--- src/rtl/addsub_pkg.sv ---
package addsub_pkg;
  localparam int unsigned DATA_W = 8;
  localparam int unsigned GRP_W  = 4;
  localparam int unsigned N_GRP  = DATA_W / GRP_W;

  typedef logic [DATA_W-1:0] word_t;
endpackage

--- src/rtl/cla_group.sv ---
module cla_group #(
  parameter int unsigned W = 4
) (
  input  logic [W-1:0] a_i,
  input  logic [W-1:0] b_i,
  input  logic         c_i,
  output logic [W-1:0] s_o,
  output logic [W:0]   c_o   // c_o[k] = carry into bit k, c_o[W] = group carry out
);
  logic [W-1:0] g, p;

  assign g = a_i & b_i;
  assign p = a_i ^ b_i;

  // lookahead: each carry expanded from generate/propagate terms, no chaining
  always_comb begin
    c_o[0] = c_i;
    for (int k = 1; k <= W; k++) begin
      logic term;
      logic acc;
      acc  = 1'b0;
      for (int j = 0; j < k; j++) begin
        term = g[j];
        for (int m = j + 1; m < k; m++) term = term & p[m];
        acc = acc | term;
      end
      term = c_i;
      for (int m = 0; m < k; m++) term = term & p[m];
      c_o[k] = acc | term;
    end
  end

  assign s_o = p ^ c_o[W-1:0];
endmodule

--- src/rtl/addsub_core.sv ---
module addsub_core
  import addsub_pkg::*;
#(
  parameter int unsigned DW = DATA_W,
  parameter int unsigned GW = GRP_W
) (
  input  logic [DW-1:0] a_i,
  input  logic [DW-1:0] b_i,
  input  logic          c_i,
  output logic [DW-1:0] s_o,
  output logic          co_o,
  output logic          ovf_o
);
  localparam int unsigned NG = DW / GW;

  logic [NG:0]   grp_c;
  logic [DW:0]   bit_c;

  assign grp_c[0] = c_i;

  for (genvar gi = 0; gi < NG; gi++) begin : g_grp
    logic [GW:0] cc;
    cla_group #(.W(GW)) u_grp (
      .a_i (a_i[gi*GW +: GW]),
      .b_i (b_i[gi*GW +: GW]),
      .c_i (grp_c[gi]),
      .s_o (s_o[gi*GW +: GW]),
      .c_o (cc)
    );
    assign grp_c[gi+1]          = cc[GW];
    assign bit_c[gi*GW +: GW]   = cc[GW-1:0];
  end

  assign bit_c[DW] = grp_c[NG];
  assign co_o      = bit_c[DW];
  assign ovf_o     = bit_c[DW] ^ bit_c[DW-1];
endmodule

--- src/rtl/out_gate.sv ---
module out_gate #(
  parameter int unsigned DW = 8
) (
  input  logic [DW-1:0] d_i,
  input  logic          en_i,
  output logic [DW-1:0] q_o,
  output logic          vld_o
);
  assign q_o   = en_i ? d_i : '0;
  assign vld_o = en_i;
endmodule

--- src/rtl/addsub_unit.sv ---
module addsub_unit
  import addsub_pkg::*;
(
  input  logic [DATA_W-1:0] a_i,
  input  logic [DATA_W-1:0] b_i,
  input  logic              cin_i,
  input  logic              sub_i,
  input  logic              oe_i,
  output logic [DATA_W-1:0] result_o,
  output logic              valid_o,
  output logic              carry_o,
  output logic              ovf_o
);
  word_t b_eff, sum;
  logic  c_eff;

  // subtract = a + ~b + 1; external carry-in ignored in that mode
  assign b_eff = sub_i ? ~b_i : b_i;
  assign c_eff = sub_i | cin_i;

  addsub_core #(.DW(DATA_W), .GW(GRP_W)) u_core (
    .a_i   (a_i),
    .b_i   (b_eff),
    .c_i   (c_eff),
    .s_o   (sum),
    .co_o  (carry_o),
    .ovf_o (ovf_o)
  );

  out_gate #(.DW(DATA_W)) u_gate (
    .d_i   (sum),
    .en_i  (oe_i),
    .q_o   (result_o),
    .vld_o (valid_o)
  );
endmodule

--- config.mk ---
export PLATFORM = sky130hd
export DESIGN_NAME = addsub_unit
export DESIGN_NICKNAME = d
export VERILOG_FILES = /design/src/rtl/addsub_pkg.sv /design/src/rtl/cla_group.sv /design/src/rtl/addsub_core.sv /design/src/rtl/out_gate.sv /design/src/rtl/addsub_unit.sv
export SDC_FILE = /design/constraint.sdc
export NUM_CORES = 1
export LEC_CHECK = 0
export ABC_CLOCK_PERIOD_IN_PS = 3950
export CAP_MARGIN = 15
export CORE_AREA = 2 2 39 41
export DETAILED_ROUTE_END_ITERATION = 8
export DIE_AREA = 0 0 41 43
export PLACE_DENSITY = 0.85
export SLEW_MARGIN = 15
export SYNTH_ARGS = -nofsm -noshare
export SYNTH_HDL_FRONTEND = slang
export SYNTH_SLANG_ARGS = --single-unit
--- constraint.sdc ---
create_clock -name vclk -period 3.95
set_input_delay 0.79 -clock vclk [all_inputs]
set_output_delay 0.79 -clock vclk [all_outputs]
set_load 0.02 [all_outputs]
# == Word level (Yosys, flattened, before mapping) ==
# Cells that the tools add are included.
# word_totals
input_bits,19
elab_cells,51
regBits,0
# classes
mux,2
bitwise_logic,49
# op_table
cell,count
1-bit OR,21
1-bit AND,20
8-bit 2-to-1 mux,2
4-bit XOR,4
4-bit AND,2
8-bit NOT,1
1-bit XOR,1

# == Logic depth before layout (Yosys ltp) ==
# depth
ltp_word,16
depth_mapped,11
ltp_nobuf,10

# == Modules after synthesis ==
# A second synthesis with hierarchy kept.
# unflattened
cells_unflattened,62
area_unflattened_um2,499.2
# modules_own_cells
mod,n_inst,area_each_um2,cells_per_inst
cla_group,2,172.7,21
addsub_unit,1,87.6,10
out_gate,1,57.6,9
addsub_core,1,8.8,1

# == Least setup slack after synthesis ==
# No wires, ideal clock.
# synth_timing
path_type,input to output
from,in sub_i
to,out result_o[6]
cell_stages,11
setup_slack_ns,0.127
required_time_ns,3.160
arrival_ns,3.033
path_cell_list,buf_2 xor2_1 ha_1 ha_1 o211ai_1 nand2_1 a21o_1 ha_1 o21a_1 or3_1 and3_1
# synth_between
elab_chain_len,14
word_cells_on_any_way,27
# synth_lines
item,line_no,text
start: declaration,addsub_unit.sv:7,"input logic sub_i,"
8-bit 2-to-1 mux,addsub_unit.sv:18,assign b_eff = sub_i ? ~b_i : b_i;
4-bit AND / 4-bit XOR (equally long branches),"cla_group.sv:12, cla_group.sv:13",
1-bit AND (3 in series),cla_group.sv:24,for (int m = j + 1; m < k; m++) term = term & p[m];
1-bit OR (3 in series),cla_group.sv:25,acc = acc | term;
1-bit OR,cla_group.sv:29,c_o[k] = acc | term;
1-bit AND (2 in series),cla_group.sv:28,for (int m = 0; m < k; m++) term = term & p[m];
1-bit OR,cla_group.sv:29,
4-bit XOR (*),cla_group.sv:33,assign s_o = p ^ c_o[W-1:0];
8-bit 2-to-1 mux (*),out_gate.sv:9,assign q_o = en_i ? d_i : '0;
end: declaration,addsub_unit.sv:9,"output logic [DATA_W-1:0] result_o,"
# Every way passes the cells marked *; elsewhere a longest branch is shown, timed or not.

# == Worst setup path after layout ==
# layout_timing
from,in b_i[1]
to,out result_o[6]
# layout_between
elab_chain_len,15
word_cells_on_any_way,21
# layout_lines
item,line_no,text
start: declaration,addsub_unit.sv:5,"input logic [DATA_W-1:0] b_i,"
8-bit NOT,addsub_unit.sv:18,
8-bit 2-to-1 mux (*),addsub_unit.sv:18,
4-bit XOR,cla_group.sv:13,assign p = a_i ^ b_i;
1-bit AND (3 in series),cla_group.sv:24,
1-bit OR (3 in series),cla_group.sv:25,
1-bit OR (*),cla_group.sv:29,
1-bit AND (*) (2 in series),cla_group.sv:28,
1-bit OR (*),cla_group.sv:29,
4-bit XOR (*),cla_group.sv:33,
8-bit 2-to-1 mux (*),out_gate.sv:9,
# Marks and branches as above.

==> out/results.tsv <==
stage	metric	value	unit
yosys	syn_area_per_cell	8.48	um^2
layout	FF/Latch Area	0	um^2
power	Switching Share	45.7	%
setup_path	nature of the critical path startpoint	primary input	
layout	# clk buffers	0	
layout	Inserted Diodes	0	
yosys	synth unique cells	19	
layout	commonest non-fill, non-tap cells in the layout	clkdlybuf4s50_1, buf_4, xor2_1	
placement	post-detail-place hpwl	1.04	mm
layout	Multi-input gate area	468	um^2
setup_path	Critical Path Fanout Max	2	
timing	final setup margin	0.0986	ns
setup_path	crit path from	b_i[1]	
yosys	mapped cell area	449	um^2
power	pwr dens	205	nW/um^2
setup_path	CP Data Required Time	3.16	ns
power	Net Sw Power	0.0808	mW
setup_path	CP Class	primary input to output pin	
timing	Final setup viols	0	
power	Max VDD drop	91.1	uV
grt	first-pass GRT wire length	1.95	mm
routing	per-cell routed wire length	11.7	um
setup_path	CP arrival	3.06	ns
timing	worst rel slew slack	76.2	%
grt	largest net degree at the start of global routing	12	
die	row cnt	14	
timing	Least-Margin Pin Slew	0.356	ns
yosys	net count after synthesis	84	
timing	RSZ-0062 raised after global routing	false	
grt	vias in the first global route	506	
grt	initial antenna violation count	0	
grt	gr ovfl total	0	
die	Initial Util	32.5	%
die	I/O Pins	30	
placement	pre-CTS setup slack	-0.685	ns
routing	drt initial violations	7	
timing	period utilization	97.5	%
yosys	Yosys warnings	0	
hold_path	Hold Path Origin	sub_i	
routing	Post-route DRC	0	
power	Int Pwr	0.0959	mW
timing	final count of hold timing violations	0	
placement	Port Buffers	30	
hold_path	Hold Crit Class	primary input to output pin	
timing	hold slack	2.42	ns
grt	All-Layer GR Usage	14.9	%
routing	final wirelength	1.28	mm
die	Die Ht	43	um
yosys	post-synthesis cell count	53	
power	clock share of power	0	%
die	die area	1760	um^2
timing	Tmin final	3.85	ns
layout	Seq Cell Count	0	
routing	Via Count	533	
layout	Area Growth Syn to Fin	92.2	%
placement	GP Congestion	0.646	
die	Die Width	41	um
run_status	outcome	finished, final reports clean	
routing	Routed Antenna Nets	0	
routing	drt first pass iters	4	
run	MaxCap Viol Count	0	
setup_path	CP Capture Type	output pin	
layout	commonest non-fill, non-tap cell in the layout	clkdlybuf4s50_1	
yosys	Seq/Total Area, Yosys	0	%
routing	Via density	4.89	
power	LEAKAGE	0.431	nW
layout	nets@finish	126	
power	sequential power share	0	%
timing	Slew Limit Fails	0	
power	power share of the combinational group	100.0	%
die	placeable core area	1380	um^2
layout	fraction of layout cells with a size suffix above 1	26.9	%
timing	fmax	0.260	GHz
layout	Layout fillers	132	
## worst max-delay path, cell delays in order
cell and delay (ns):
clkdlybuf4s50_1 0.48, xor2_1 0.17, ha_1 0.27, o211ai_1 0.10, nand2_1 0.11, a21o_1 0.20
ha_2 0.18, o21a_1 0.17, or3_1 0.29, and3_1 0.17, buf_6 0.13
## metal layers
| metal | vias up | wire, um | global-route usage (%) |
|---|---|---|---|
| li1 | 265 | - | - |
| met1 | 243 | 505 | 20.1 |
| met2 | 23 | 671 | 25.6 |
| met3 | 2 | 73 | 1.05 |
| met4 | 0 | 29 | 1.33 |
| met5 | - | 0 | 0 |
## final timing paths
| path | end | slack [ns] | depth (start not counted) |
|---|---|---|---|
| min | carry_o | 2.42 | 6 |
| max | result_o[6] | 0.1 | 11 |
## final cells by class
class,instances,share of cell area (%)
Tap cell,16,2.32
Timing Repair Buffer,42,43.5
Multi-Input combinational cell,51,54.2
## stage by stage
stage                     total power, mW  TNS, ns  cells  cell area, um^2  util, %
final                               0.177        0    109              863     62.4
after global routing                0.194        0    109              863     62.4
after CTS                           0.173        0    109              847     61.2
after detailed placement            0.172    -3.62    107              832     60.1
after global placement              0.168    -3.00    107              832     60.1
after floorplan                    0.0905        0     53              449        -
## cell usage after synthesis
library cell | instances | area (um^2)
a21o_1 | 2 | 15.0
or3_1 | 2 | 12.5
nand2_1 | 4 | 15.0
buf_2 | 1 | 5.00
a21oi_1 | 2 | 10.0
xor2_1 | 10 | 87.6
or2_2 | 1 | 6.26
nand2b_1 | 2 | 12.5
buf_4 | 1 | 7.51
nor2_1 | 1 | 3.75
and3_1 | 2 | 12.5
and2_1 | 4 | 25.0
mux2_2 | 1 | 11.3
mux2i_1 | 2 | 20.0
fa_1 | 2 | 40.0
o21a_1 | 2 | 15.0
o21ai_0 | 2 | 10.0
o211ai_1 | 2 | 15.0
ha_1 | 10 | 125
## cells by family after synthesis
logic type / count (synthesis) / share of synthesized area (%)
and+or+nand+nor: 16 / 19.5
adders and majority gates: 12 / 36.8
AOI/OAI and AO/OA: 10 / 14.5
xor gates and xnor gates: 10 / 19.5
muxes: 3 / 6.96
buffers and inverters: 2 / 2.79
## power by group through the flow
stage,combinational [mW],clock [mW],sequential [mW]
floorplan,0.0905,0,0
CTS,0.173,0,0
detailed placement,0.172,0,0
global route,0.194,0,0
global placement,0.168,0,0
finish,0.177,0,0
## what timing repair did
action / in CTS / in global routing
buffers inserted: 2 / 0
gates resized for setup: 23 / 17
endpoints found under the setup margin: 8 / 6
hold buffers: 0 / 0
pin swaps: 8 / 3
No activity file was read; power rests on OpenSTA's default activity.
